**config.mk**
```make
export PLATFORM = sky130hd
export DESIGN_NAME = intc_top
export DESIGN_NICKNAME = d
export VERILOG_FILES = /design/src/rtl/intc_pkg.sv /design/src/rtl/intc_bus_decode.sv /design/src/rtl/intc_core.sv /design/src/rtl/intc_top.sv
export SDC_FILE = /design/constraint.sdc
export NUM_CORES = 2
export LEC_CHECK = 0
export BUFFER_PORTS_ARGS = -buffer_cell sky130_fd_sc_hd__buf_2
export CAP_MARGIN = 20
export CORE_MARGIN = 5
export CORE_UTILIZATION = 65
export CTS_CLUSTER_DIAMETER = 100
export CTS_CLUSTER_SIZE = 20
export DETAILED_ROUTE_END_ITERATION = 12
export GPL_TIMING_DRIVEN = 0
export PLACE_DENSITY = 0.82
export SKIP_CTS_REPAIR_TIMING = 1
export SLEW_MARGIN = 10
export SYNTH_ARGS = -nofsm -noshare
export SYNTH_HDL_FRONTEND = slang
export SYNTH_SLANG_ARGS = --single-unit
```
**constraint.sdc**
```tcl
create_clock -name clk -period 15.1 [get_ports clk]
set_input_delay 0 -clock clk [delete_from_list [all_inputs] [get_ports clk]]
set_output_delay 0 -clock clk [all_outputs]
set_load 0.02 [all_outputs]
```
**src/rtl/intc_pkg.sv**
```systemverilog
package intc_pkg;
  localparam int SRC_NUM    = 64;
  localparam int SRC_W      = $clog2(SRC_NUM);
  localparam int CFG_WORDS  = SRC_NUM / 4;
  localparam int CFG_WORD_W = $clog2(CFG_WORDS);
  localparam int ADDR_W     = 8;
  localparam int DATA_W     = 32;

  // configuration byte fields
  localparam int EN_BIT   = 3;
  localparam int RISE_BIT = 5;
  localparam int FALL_BIT = 6;
  localparam int DEST_W   = 3;
  // priority control word
  localparam int ROT_BIT  = 6;

  localparam logic [ADDR_W-1:0] A_PRIO   = 8'h00;
  localparam logic [ADDR_W-1:0] A_IRQPC  = 8'h20;
  localparam logic [ADDR_W-1:0] A_FIQPC  = 8'h24;
  localparam logic [ADDR_W-1:0] A_STS_LO = 8'h80;
  localparam logic [ADDR_W-1:0] A_STS_HI = 8'h84;

  typedef enum logic [2:0] {
    RD_NONE, RD_PRIO, RD_IRQPC, RD_FIQPC, RD_CFG, RD_STS_LO, RD_STS_HI
  } rdSel_e;

  typedef struct packed {
    logic                  cfgWe;
    logic [CFG_WORD_W-1:0] cfgWord;
    logic [3:0]            byteEn;
    logic                  stsLoWe;
    logic                  stsHiWe;
    logic                  irqPcWe;
    logic                  fiqPcWe;
    rdSel_e                rdSel;
  } busStrobe_t;
endpackage

```
**src/rtl/intc_bus_decode.sv**
```systemverilog
module intc_bus_decode
  import intc_pkg::*;
(
  input  logic [ADDR_W-1:0] addr,
  input  logic              we,
  input  logic [3:0]        be,
  output busStrobe_t        stb
);
  always_comb begin
    stb         = '0;
    stb.rdSel   = RD_NONE;
    stb.byteEn  = be;
    stb.cfgWord = addr[CFG_WORD_W+1:2];
    if (addr[7:6] == 2'b01 && addr[1:0] == 2'b00) begin
      stb.rdSel = RD_CFG;
      stb.cfgWe = we;
    end else begin
      case (addr)
        A_PRIO:   stb.rdSel = RD_PRIO;
        A_IRQPC:  begin stb.rdSel = RD_IRQPC;  stb.irqPcWe = we & be[0]; end
        A_FIQPC:  begin stb.rdSel = RD_FIQPC;  stb.fiqPcWe = we & be[0]; end
        A_STS_LO: begin stb.rdSel = RD_STS_LO; stb.stsLoWe = we; end
        A_STS_HI: begin stb.rdSel = RD_STS_HI; stb.stsHiWe = we; end
        default:  stb.rdSel = RD_NONE;
      endcase
    end
  end
endmodule

```
**src/rtl/intc_core.sv**
```systemverilog
module intc_core
  import intc_pkg::*;
#(
  parameter int NUM_SRC = SRC_NUM
) (
  input  logic               clk,
  input  logic               rst_n,
  input  logic [NUM_SRC-1:0] srcIn,
  input  logic [DATA_W-1:0]  wdata,
  input  busStrobe_t         stb,
  output logic [DATA_W-1:0]  rdata,
  output logic               irq,
  output logic               fiq,
  output logic [NUM_SRC-1:0] latchVec,
  output logic [NUM_SRC-1:0] enVec,
  output logic [NUM_SRC-1:0] edgeVec,
  output logic [NUM_SRC-1:0] evtVec,
  output logic [NUM_SRC-1:0] clrVec,
  output logic [NUM_SRC-1:0] irqPend,
  output logic [SRC_W-1:0]   prioNum,
  output logic               rotOn
);
  localparam int CFG_BITS = NUM_SRC * 8;

  logic [NUM_SRC-1:0]  srcPrev;
  logic [NUM_SRC-1:0]  stsVec;
  logic [NUM_SRC-1:0]  fiqPend;
  logic [CFG_BITS-1:0] cfgFlat;
  logic                fiqRot;

  // per-source configuration byte, edge detect and routing
  for (genvar s = 0; s < NUM_SRC; s++) begin : g_src
    localparam int W = s / 4;
    localparam int B = s % 4;
    logic [7:0] cfgByte;
    logic       cfgHit;
    logic       riseSel, fallSel;
    logic [DEST_W-1:0] dest;

    assign cfgHit = stb.cfgWe && (stb.cfgWord == CFG_WORD_W'(W)) && stb.byteEn[B];

    always_ff @(posedge clk or negedge rst_n) begin
      if (!rst_n)      cfgByte <= '0;
      else if (cfgHit) cfgByte <= wdata[8*B +: 8];
    end

    assign cfgFlat[8*s +: 8] = cfgByte;
    assign enVec[s]   = cfgByte[EN_BIT];
    assign riseSel    = cfgByte[RISE_BIT];
    assign fallSel    = cfgByte[FALL_BIT];
    assign dest       = cfgByte[DEST_W-1:0];
    assign edgeVec[s] = riseSel | fallSel;
    assign evtVec[s]  = enVec[s] & ((riseSel & srcIn[s] & ~srcPrev[s]) |
                                    (fallSel & ~srcIn[s] & srcPrev[s]));
    assign stsVec[s]  = edgeVec[s] ? latchVec[s] : (srcIn[s] & enVec[s]);
    assign irqPend[s] = enVec[s] & stsVec[s] & (dest == DEST_W'(0));
    assign fiqPend[s] = enVec[s] & stsVec[s] & (dest == DEST_W'(1));
  end

  // write-one-to-clear masks, honouring byte strobes
  logic [DATA_W-1:0] beMask;
  assign beMask = {{8{stb.byteEn[3]}}, {8{stb.byteEn[2]}},
                   {8{stb.byteEn[1]}}, {8{stb.byteEn[0]}}};
  assign clrVec = {({DATA_W{stb.stsHiWe}} & beMask & wdata),
                   ({DATA_W{stb.stsLoWe}} & beMask & wdata)};

  always_ff @(posedge clk or negedge rst_n) begin
    if (!rst_n) begin
      srcPrev  <= '0;
      latchVec <= '0;
    end else begin
      srcPrev  <= srcIn;
      latchVec <= ((latchVec & ~clrVec) | evtVec) & edgeVec;
    end
  end

  // priority control words
  always_ff @(posedge clk or negedge rst_n) begin
    if (!rst_n) begin
      rotOn  <= 1'b0;
      fiqRot <= 1'b0;
    end else begin
      if (stb.irqPcWe) rotOn  <= wdata[ROT_BIT];
      if (stb.fiqPcWe) fiqRot <= wdata[ROT_BIT];
    end
  end

  // priority scan starting at effBase, wrapping
  logic [SRC_W-1:0] rotBase, effBase, winIdx, prevWin;
  logic             found, prevValid;

  assign effBase = rotOn ? rotBase : '0;

  always_comb begin
    logic [SRC_W-1:0] idx;
    found  = 1'b0;
    winIdx = '0;
    idx    = '0;
    for (int i = NUM_SRC - 1; i >= 0; i--) begin
      idx = SRC_W'(i) + effBase;
      if (irqPend[idx]) begin
        found  = 1'b1;
        winIdx = idx;
      end
    end
  end

  assign prioNum = found ? winIdx : SRC_W'(NUM_SRC - 1);

  always_ff @(posedge clk or negedge rst_n) begin
    if (!rst_n) begin
      rotBase   <= '0;
      prevWin   <= '0;
      prevValid <= 1'b0;
    end else begin
      if (rotOn && prevValid && !irqPend[prevWin]) rotBase <= prevWin + SRC_W'(1);
      prevWin   <= winIdx;
      prevValid <= found;
    end
  end

  assign irq = |irqPend;
  assign fiq = |fiqPend;

  always_comb begin
    rdata = '0;
    case (stb.rdSel)
      RD_PRIO:   rdata = DATA_W'(prioNum);
      RD_IRQPC:  rdata[ROT_BIT] = rotOn;
      RD_FIQPC:  rdata[ROT_BIT] = fiqRot;
      RD_CFG:    rdata = cfgFlat[{stb.cfgWord, 5'd0} +: DATA_W];
      RD_STS_LO: rdata = stsVec[DATA_W-1:0];
      RD_STS_HI: rdata = stsVec[2*DATA_W-1:DATA_W];
      default:   rdata = '0;
    endcase
  end
endmodule

```
**src/rtl/intc_top.sv**
```systemverilog
module intc_top
  import intc_pkg::*;
(
  input  logic              clk,
  input  logic              rst_n,
  input  logic [ADDR_W-1:0] busAddr,
  input  logic [DATA_W-1:0] busWdata,
  input  logic              busWe,
  input  logic [3:0]        busBe,
  output logic [DATA_W-1:0] busRdata,
  input  logic [SRC_NUM-1:0] srcIn,
  output logic              irqOut,
  output logic              fiqOut
);
  busStrobe_t         stb;
  logic [SRC_NUM-1:0] latchVec, enVec, edgeVec, evtVec, clrVec, irqPend;
  logic [SRC_W-1:0]   prioNum;
  logic               rotOn;

  intc_bus_decode u_dec (
    .addr(busAddr), .we(busWe), .be(busBe), .stb(stb)
  );

  intc_core #(.NUM_SRC(SRC_NUM)) u_core (
    .clk(clk), .rst_n(rst_n), .srcIn(srcIn), .wdata(busWdata), .stb(stb),
    .rdata(busRdata), .irq(irqOut), .fiq(fiqOut),
    .latchVec(latchVec), .enVec(enVec), .edgeVec(edgeVec), .evtVec(evtVec),
    .clrVec(clrVec), .irqPend(irqPend), .prioNum(prioNum), .rotOn(rotOn)
  );
endmodule

```
==> flow_results.org, run 1 <==
** Place
- At the end of routability-driven placement, the weighted congestion stood at 1.26.
- Total placed instance area :: 51200 µm²
- Detailed placer's ending HPWL :: about 210000 µm
- In this run the tool buffered the top-level ports with 104 buffer cells.

** Global routing
- Wire length of the first global-routing pass :: 400000 µm
- Pin count of the biggest net entering global routing :: 103
- The via count of the first global-routing pass came to ~54000.
- Overall fraction of global-route tracks in use :: 70.2%
- For this run the aggregate overflow at the end of global routing stands at 9.

** Logic synthesis
- The cell area that synthesis handed to floorplanning was 48300 µm².
- Yosys attributes the largest share of cell area to sky130_fd_sc_hd__dfrtp_1 (34%), sky130_fd_sc_hd__mux4_2 (14%), sky130_fd_sc_hd__mux2_2 (13%).
- Leading cell type by number of instances after synthesis :: sky130_fd_sc_hd__dfrtp_1
- After synthesis the netlist holds a flip-flop and latch count of 655.
- Number of synthesis warnings :: 0
- Count of flip-flops with a built-in enable after synthesis :: 0
- In the synthesized netlist, the number of instances is about 4500.
- Distinct cell type count after synthesis :: 102
- For this run, asynchronously set or reset flops after synthesis account for between 90% and 100%.
- Synthesis produced a netlist with a net count of 4675.
- The share of the Yosys chip area taken by registers is between 30% and 40%.
- Most instantiated cells after synthesis :: sky130_fd_sc_hd__dfrtp_1 (655), sky130_fd_sc_hd__mux2_2 (558), sky130_fd_sc_hd__nand2_1 (405)
- Share of the synthesized area in the top cell type :: 33.9%
- The most used flip-flop cell after synthesis is sky130_fd_sc_hd__dfrtp_1.
- Post-synthesis area per instance :: 10.6 µm²
- The synthesized design spends more area on one cell type than any other, namely sky130_fd_sc_hd__dfrtp_1.

** Die
- Pin placement for this block handled 145 I/O pins.
- For this configuration, the core starts out at a cell density of 65.2%.
- The initialized floorplan defines 100 standard-cell rows.
- X dimension of the die :: 283 µm
- Overall die height :: 283 µm

** Clock tree
- Counting every sink on the clock net gives 655.
- CTS built an H-tree with a depth of 2.
- Buffers from clock root to sink, at most :: 3
- In this run the clock root is driven by a sky130_fd_sc_hd__clkbuf_16.
- In this run, CTS created clock tree buffers numbering 39.

** Outcome
- The run stopped with a tool error.
- First Error :: [ERROR GRT-0116] Global routing finished with congestion. Check the congestion regions in the DRC Viewer.
- Stopping stage :: 5_1_grt
metrics by stage:
stage | cells | worst slack, ps | util (%) | hold WS, ps
after floorplan | 4546 | 8740 | - | -296
after global placement | 5619 | 951 | 67.5 | 145
after detailed placement | 5702 | 4520 | 69.2 | -9.03
after CTS | 5746 | 3850 | 70.6 | -651
per-layer routing:
layer / overflow / track usage (%)
met4: 5 / 67.5
met2: 4 / 86.6
met1: 0 / 70.7
met5: 0 / 28.7
met3: 0 / 55.2
cells by family after synthesis:
logic type / after synthesis / synth area share, %
adders and majority gates: 18 / 0.466
AOI/OAI and AO/OA: 1245 / 18.0
buffers and inverters: 318 / 2.67
xor gates and xnor gates: 86 / 1.56
DFF: 655 / 33.9
and+or+nand+nor: 1264 / 14.2
muxes: 960 / 29.2
==> run 2: changes to the inputs <==
Settings changed: CORE_UTILIZATION 65 to 40, CTS_CLUSTER_DIAMETER 100 to not set, CTS_CLUSTER_SIZE 20 to not set, PLACE_DENSITY 0.82 to not set, PLACE_DENSITY_LB_ADDON set to 0.15.
==> run 2 against run 1 <==
The flow now finishes, with violations (hold timing, slew limit); area after synthesis unchanged; synthesized cell count stayed put.
==> flow_results.org, run 2 <==
** Outcome
- The flow ran to the end, but the final reports show violations.
- The checks that failed: hold timing, slew limit.

** Setup path
- Startpoint-to-endpoint class of the critical path :: flop to output pin
- In this run the number of cells on the critical path is 26.
- Data arrives at the worst endpoint at 12770 ps.
- Broken down by cell family, the worst path's largest delay share belongs to buffers and inverters.
- Data on the critical path is required at its endpoint by between 15000 and 20000 ps.
- In this run the critical register-to-register path is launched from u_core.rotOn$_DFFE_PN0P_.
- For the worst flop-to-flop path, the logic depth is 24.
- Startpoint of the most critical setup path :: u_core.rotBase[1]$_DFFE_PN0P_
- The worst setup path is captured at an output pin.
- The worst register-to-register path ends at u_core.prevWin[3]$_DFF_PN0_.
- The most numerous cell type found on the critical path is sky130_fd_sc_hd__clkbuf_1.
- Slowest cell on the critical path :: sky130_fd_sc_hd__clkbuf_1
- On the worst path, the slowest cell contributes a delay of 940 ps.
- The critical path contains buffers and inverters numbering 10 combined.
- In this run the worst path has a maximum fanout of 13.
- CP Launch Type :: flop
- In this run the register-to-register setup slack is 3340 ps.

** Logic synthesis
- The sequential area share after synthesis is 33.9% (unchanged).
- The count of warnings emitted by yosys came to 0 (unchanged).
- After synthesis, the most frequently instantiated cells are sky130_fd_sc_hd__dfrtp_1 (655), sky130_fd_sc_hd__mux2_2 (558), sky130_fd_sc_hd__nand2_1 (405).
- In the post-synthesis netlist, the biggest area contributors are sky130_fd_sc_hd__dfrtp_1 (34%), sky130_fd_sc_hd__mux4_2 (14%), sky130_fd_sc_hd__mux2_2 (13%).
- Synthesized net count :: 4675 (unchanged)
- Count of flip-flops with a built-in enable after synthesis :: 0 (unchanged)
- Share of the synthesized area in the top cell type :: 33.9% (unchanged)
- Post-Syn Instances :: 4546 (unchanged)
- Most common flop cell mapped by yosys :: sky130_fd_sc_hd__dfrtp_1
- Synthesized cell area :: 48300 µm² (unchanged)
- The number of distinct library cell variants in the gate-level netlist after synthesis was 102 (unchanged).
- Async S/R FF share, synth :: 100% (unchanged)
- The mean cell area of the mapped netlist is 10.6 µm² (unchanged).
- The most common cell in the synthesized netlist is sky130_fd_sc_hd__dfrtp_1.
- Cell type with the largest total area after synthesis :: sky130_fd_sc_hd__dfrtp_1
- Number of synthesized register bits :: 655 (unchanged)

** Clock tree
- H-tree Lvls :: 3 (+1)
- Clock-pin slew on the worst setup and hold paths :: 60 ps
- Insertion delay to the later sink of the worst-skew pair :: 690 ps
- The worst-case clock buffer depth was 3 (unchanged).
- TritonCTS built the clock tree.
- The root buffer cell chosen for the clock tree is sky130_fd_sc_hd__clkbuf_16.
- The number of clock sinks seen by CTS is 655 (unchanged).
- Number of buffers created by CTS :: 74 (+90%)

** Routing
- After detailed routing, the average wire length per cell comes to 43.3 µm.
- The first detailed-routing pass took 9 iterations.
- Final antenna-violating net count :: 0
- The detailed router finished its first iteration with 6903 violations.
- The routed layout has 47608 vias.
- For this block, the routed nets add up to 286000 µm of wire.
- In the routed layout, each cell is associated on average with a via count of 7.21.
- Number of remaining DRC errors :: 0

** Die
- The initial core utilization came to 40.3% (-25 points).
- The I/O pin count was 145 (unchanged).
- The row count is 127 (+27%).
- Overall die height :: 357 µm (+27%)
- The floorplan step defined a core boundary enclosing roughly 120000 µm².
- The die covers 128000 µm².
- X dimension of the die :: 357 µm (+27%)

** STA
- Count of endpoints failing hold in the final timing report :: 25
- In the finished design, the share of the clock period the worst path needs comes to 84.6%.
- Headroom to the max-slew limit came out at -0.972%.
- RSZ-0062 raised after global routing :: false
- Highest Clock Rate :: 0.0783 GHz
- Setup violations remaining at the end of the flow were counted as 0.
- For the final database, setup skew stands at between 30 and 40 ps.
- For the pin with the worst max-slew slack, the measured transition is 1510 ps.
- Clock period minus final worst setup slack :: 12770 ps
- The number of pins with negative max-slew slack in the final report came to 6.
- Across all hold checks on the routed design, the worst slack comes to -83.2 ps.

** Power
- Combinational group share of total power :: 73.0%
- Pleak :: approximately 0.024 µW
- VDD IR-drop max :: 0.160 mV
- Clock network fraction of design power :: a little over an eighth
- Portion of total power attributed to sequential cells :: between 10 and 15%
- Power density over cell area :: 255 nW/µm²
- The analysis attributes to net switching a power of 8150 µW.
- The internal power of the cells totals 6130 µW.
- Sw Ratio :: between 50% and 60%

** Place
- The detailed-placement wirelength estimate was 226000 µm (+9.8%).
- Placer Congestion :: 1.16 (-8.0%)
- The number of I/O port buffers came to 104 (unchanged).

** Final layout
- Layout overhead on the synthesized area :: 16.0%
- Leaving out fill and tap cells, the most frequent cells in the layout are sky130_fd_sc_hd__dfrtp_1 (655), sky130_fd_sc_hd__mux2_2 (558), sky130_fd_sc_hd__nand2_1 (405).
- The register with the most flip-flops in the layout has slightly above 500 of them.
- Ranked by flip-flop count, first place goes to u_core.g_src.cfgByte.
- Top flop regs :: u_core.g_src.cfgByte: 512 flops, u_core.latchVec: 64 flops, u_core.srcPrev: 64 flops
- Fill cell total of the finished layout :: 11284
- Core occupancy in the finished layout :: roughly 47%
- Of the cells placed in the final design, the portion with a size suffix greater than 1 is 29.2%.
- Most common cell after layout, fill and taps aside :: sky130_fd_sc_hd__dfrtp_1
- Layout net count :: 5046

** Flow run
- # Max-Cap Violations :: 0

** Worst hold path
- HP Class :: primary input to asynchronous set/reset pin

** Global routing
- The first global-routing pass estimated just under 400000 µm of wire.
- After global routing the overflow that remains totals 0.
- Vias in the first global route :: 45219
- Overall fraction of global-route tracks in use :: 43.9%
- Number of antenna violations at the first check in global routing :: 22
- Pin count of the biggest net entering global routing :: between 100 and 150
## run 2: worst max-delay path by stage
stage,end
after floorplan,busRdata[2]
after global placement,u_core.g_src[1].cfgByte[4]$_DFFE_PN0P_
after detailed placement,busRdata[5]
after CTS,busRdata[4]
after global routing,busRdata[5]
final,busRdata[5]
## run 2: cells by family (layout without fill, tap and decap cells)
family / after synthesis / after routing / synth area share (%)
xor gates and xnor gates: 86 / 86 / 1.56
DFF: 655 / 655 / 33.9
AOI/OAI and AO/OA: 1245 / 1245 / 18.0
and+or+nand+nor: 1264 / 1264 / 14.2
adders and majority gates: 18 / 18 / 0.466
muxes: 960 / 960 / 29.2
other: 0 / 16 / 0
buffers and inverters: 318 / 748 / 2.67
## run 2: worst reg2reg max path, cell delays in order, from the launching register on
cell and delay (ps):
sky130_fd_sc_hd__dfrtp_1 520, sky130_fd_sc_hd__buf_2 300, sky130_fd_sc_hd__nand2_1 320, sky130_fd_sc_hd__clkinv_1 290
sky130_fd_sc_hd__buf_1 570, sky130_fd_sc_hd__clkbuf_1 930, sky130_fd_sc_hd__clkbuf_1 420, sky130_fd_sc_hd__buf_6 260
sky130_fd_sc_hd__ha_1 260, sky130_fd_sc_hd__buf_2 330, sky130_fd_sc_hd__nand3b_1 460, sky130_fd_sc_hd__and2_1 210
sky130_fd_sc_hd__clkbuf_1 280, sky130_fd_sc_hd__buf_2 370, sky130_fd_sc_hd__buf_2 680, sky130_fd_sc_hd__nor2_1 110
sky130_fd_sc_hd__a22oi_1 240, sky130_fd_sc_hd__nand3_1 340, sky130_fd_sc_hd__a22oi_1 1220, sky130_fd_sc_hd__a2111oi_0 360
sky130_fd_sc_hd__o21ai_0 1050, sky130_fd_sc_hd__a21oi_1 230, sky130_fd_sc_hd__or4_1 680, sky130_fd_sc_hd__a2111oi_0 820
sky130_fd_sc_hd__a21oi_1 330
## run 2: power groups by stage
stage	Combinational, µW	Clock [µW]	Sequential [µW]
global placement	9550	0	1930
floorplan	5570	0	1900
finish	10400	1950	1910
CTS	9770	1960	1900
detailed placement	9730	0	1940
global route	10600	2030	1910
## run 2: final cells by class
class                      instances  area, µm²  area share, %
antenna                           16       40.0         0.0715
buffer                           292       1230           2.20
clock buffer                     112       2230           3.98
clock inverter                    23        354          0.632
inverter                          26       97.6          0.174
multi-input combinational       3573      31100           55.5
sequential                       655      16400           29.3
tap                             1612       2020           3.60
timing repair buffer             295       2550           4.56
## run 2: per-stage QoR
step | setup WS (ps) | std cells | setup TNS [ps] | cell area [µm²] | power [µW]
2_1_floorplan | 8740 | 4546 | 0 | 48300 | 7460
3_3_place_gp | -568 | 6262 | -226670 | 50800 | 11500
3_5_place_dp | 3930 | 6358 | 0 | 52400 | 11700
4_1_cts | 3160 | 6493 | 0 | 55000 | 13600
5_1_grt | 2510 | 6589 | 0 | 56000 | 14500
6_report | 2330 | 6604 | 0 | 56000 | 14300
## run 2: per-layer routing
metal	routed length, µm	vias up	global-route usage (%)
li1	-	18810	-
met1	101000	24129	51.8
met2	121000	3454	64.5
met3	30600	1193	13.9
met4	32700	22	38.7
met5	155	-	0
Power figures use the tool's default switching activity.
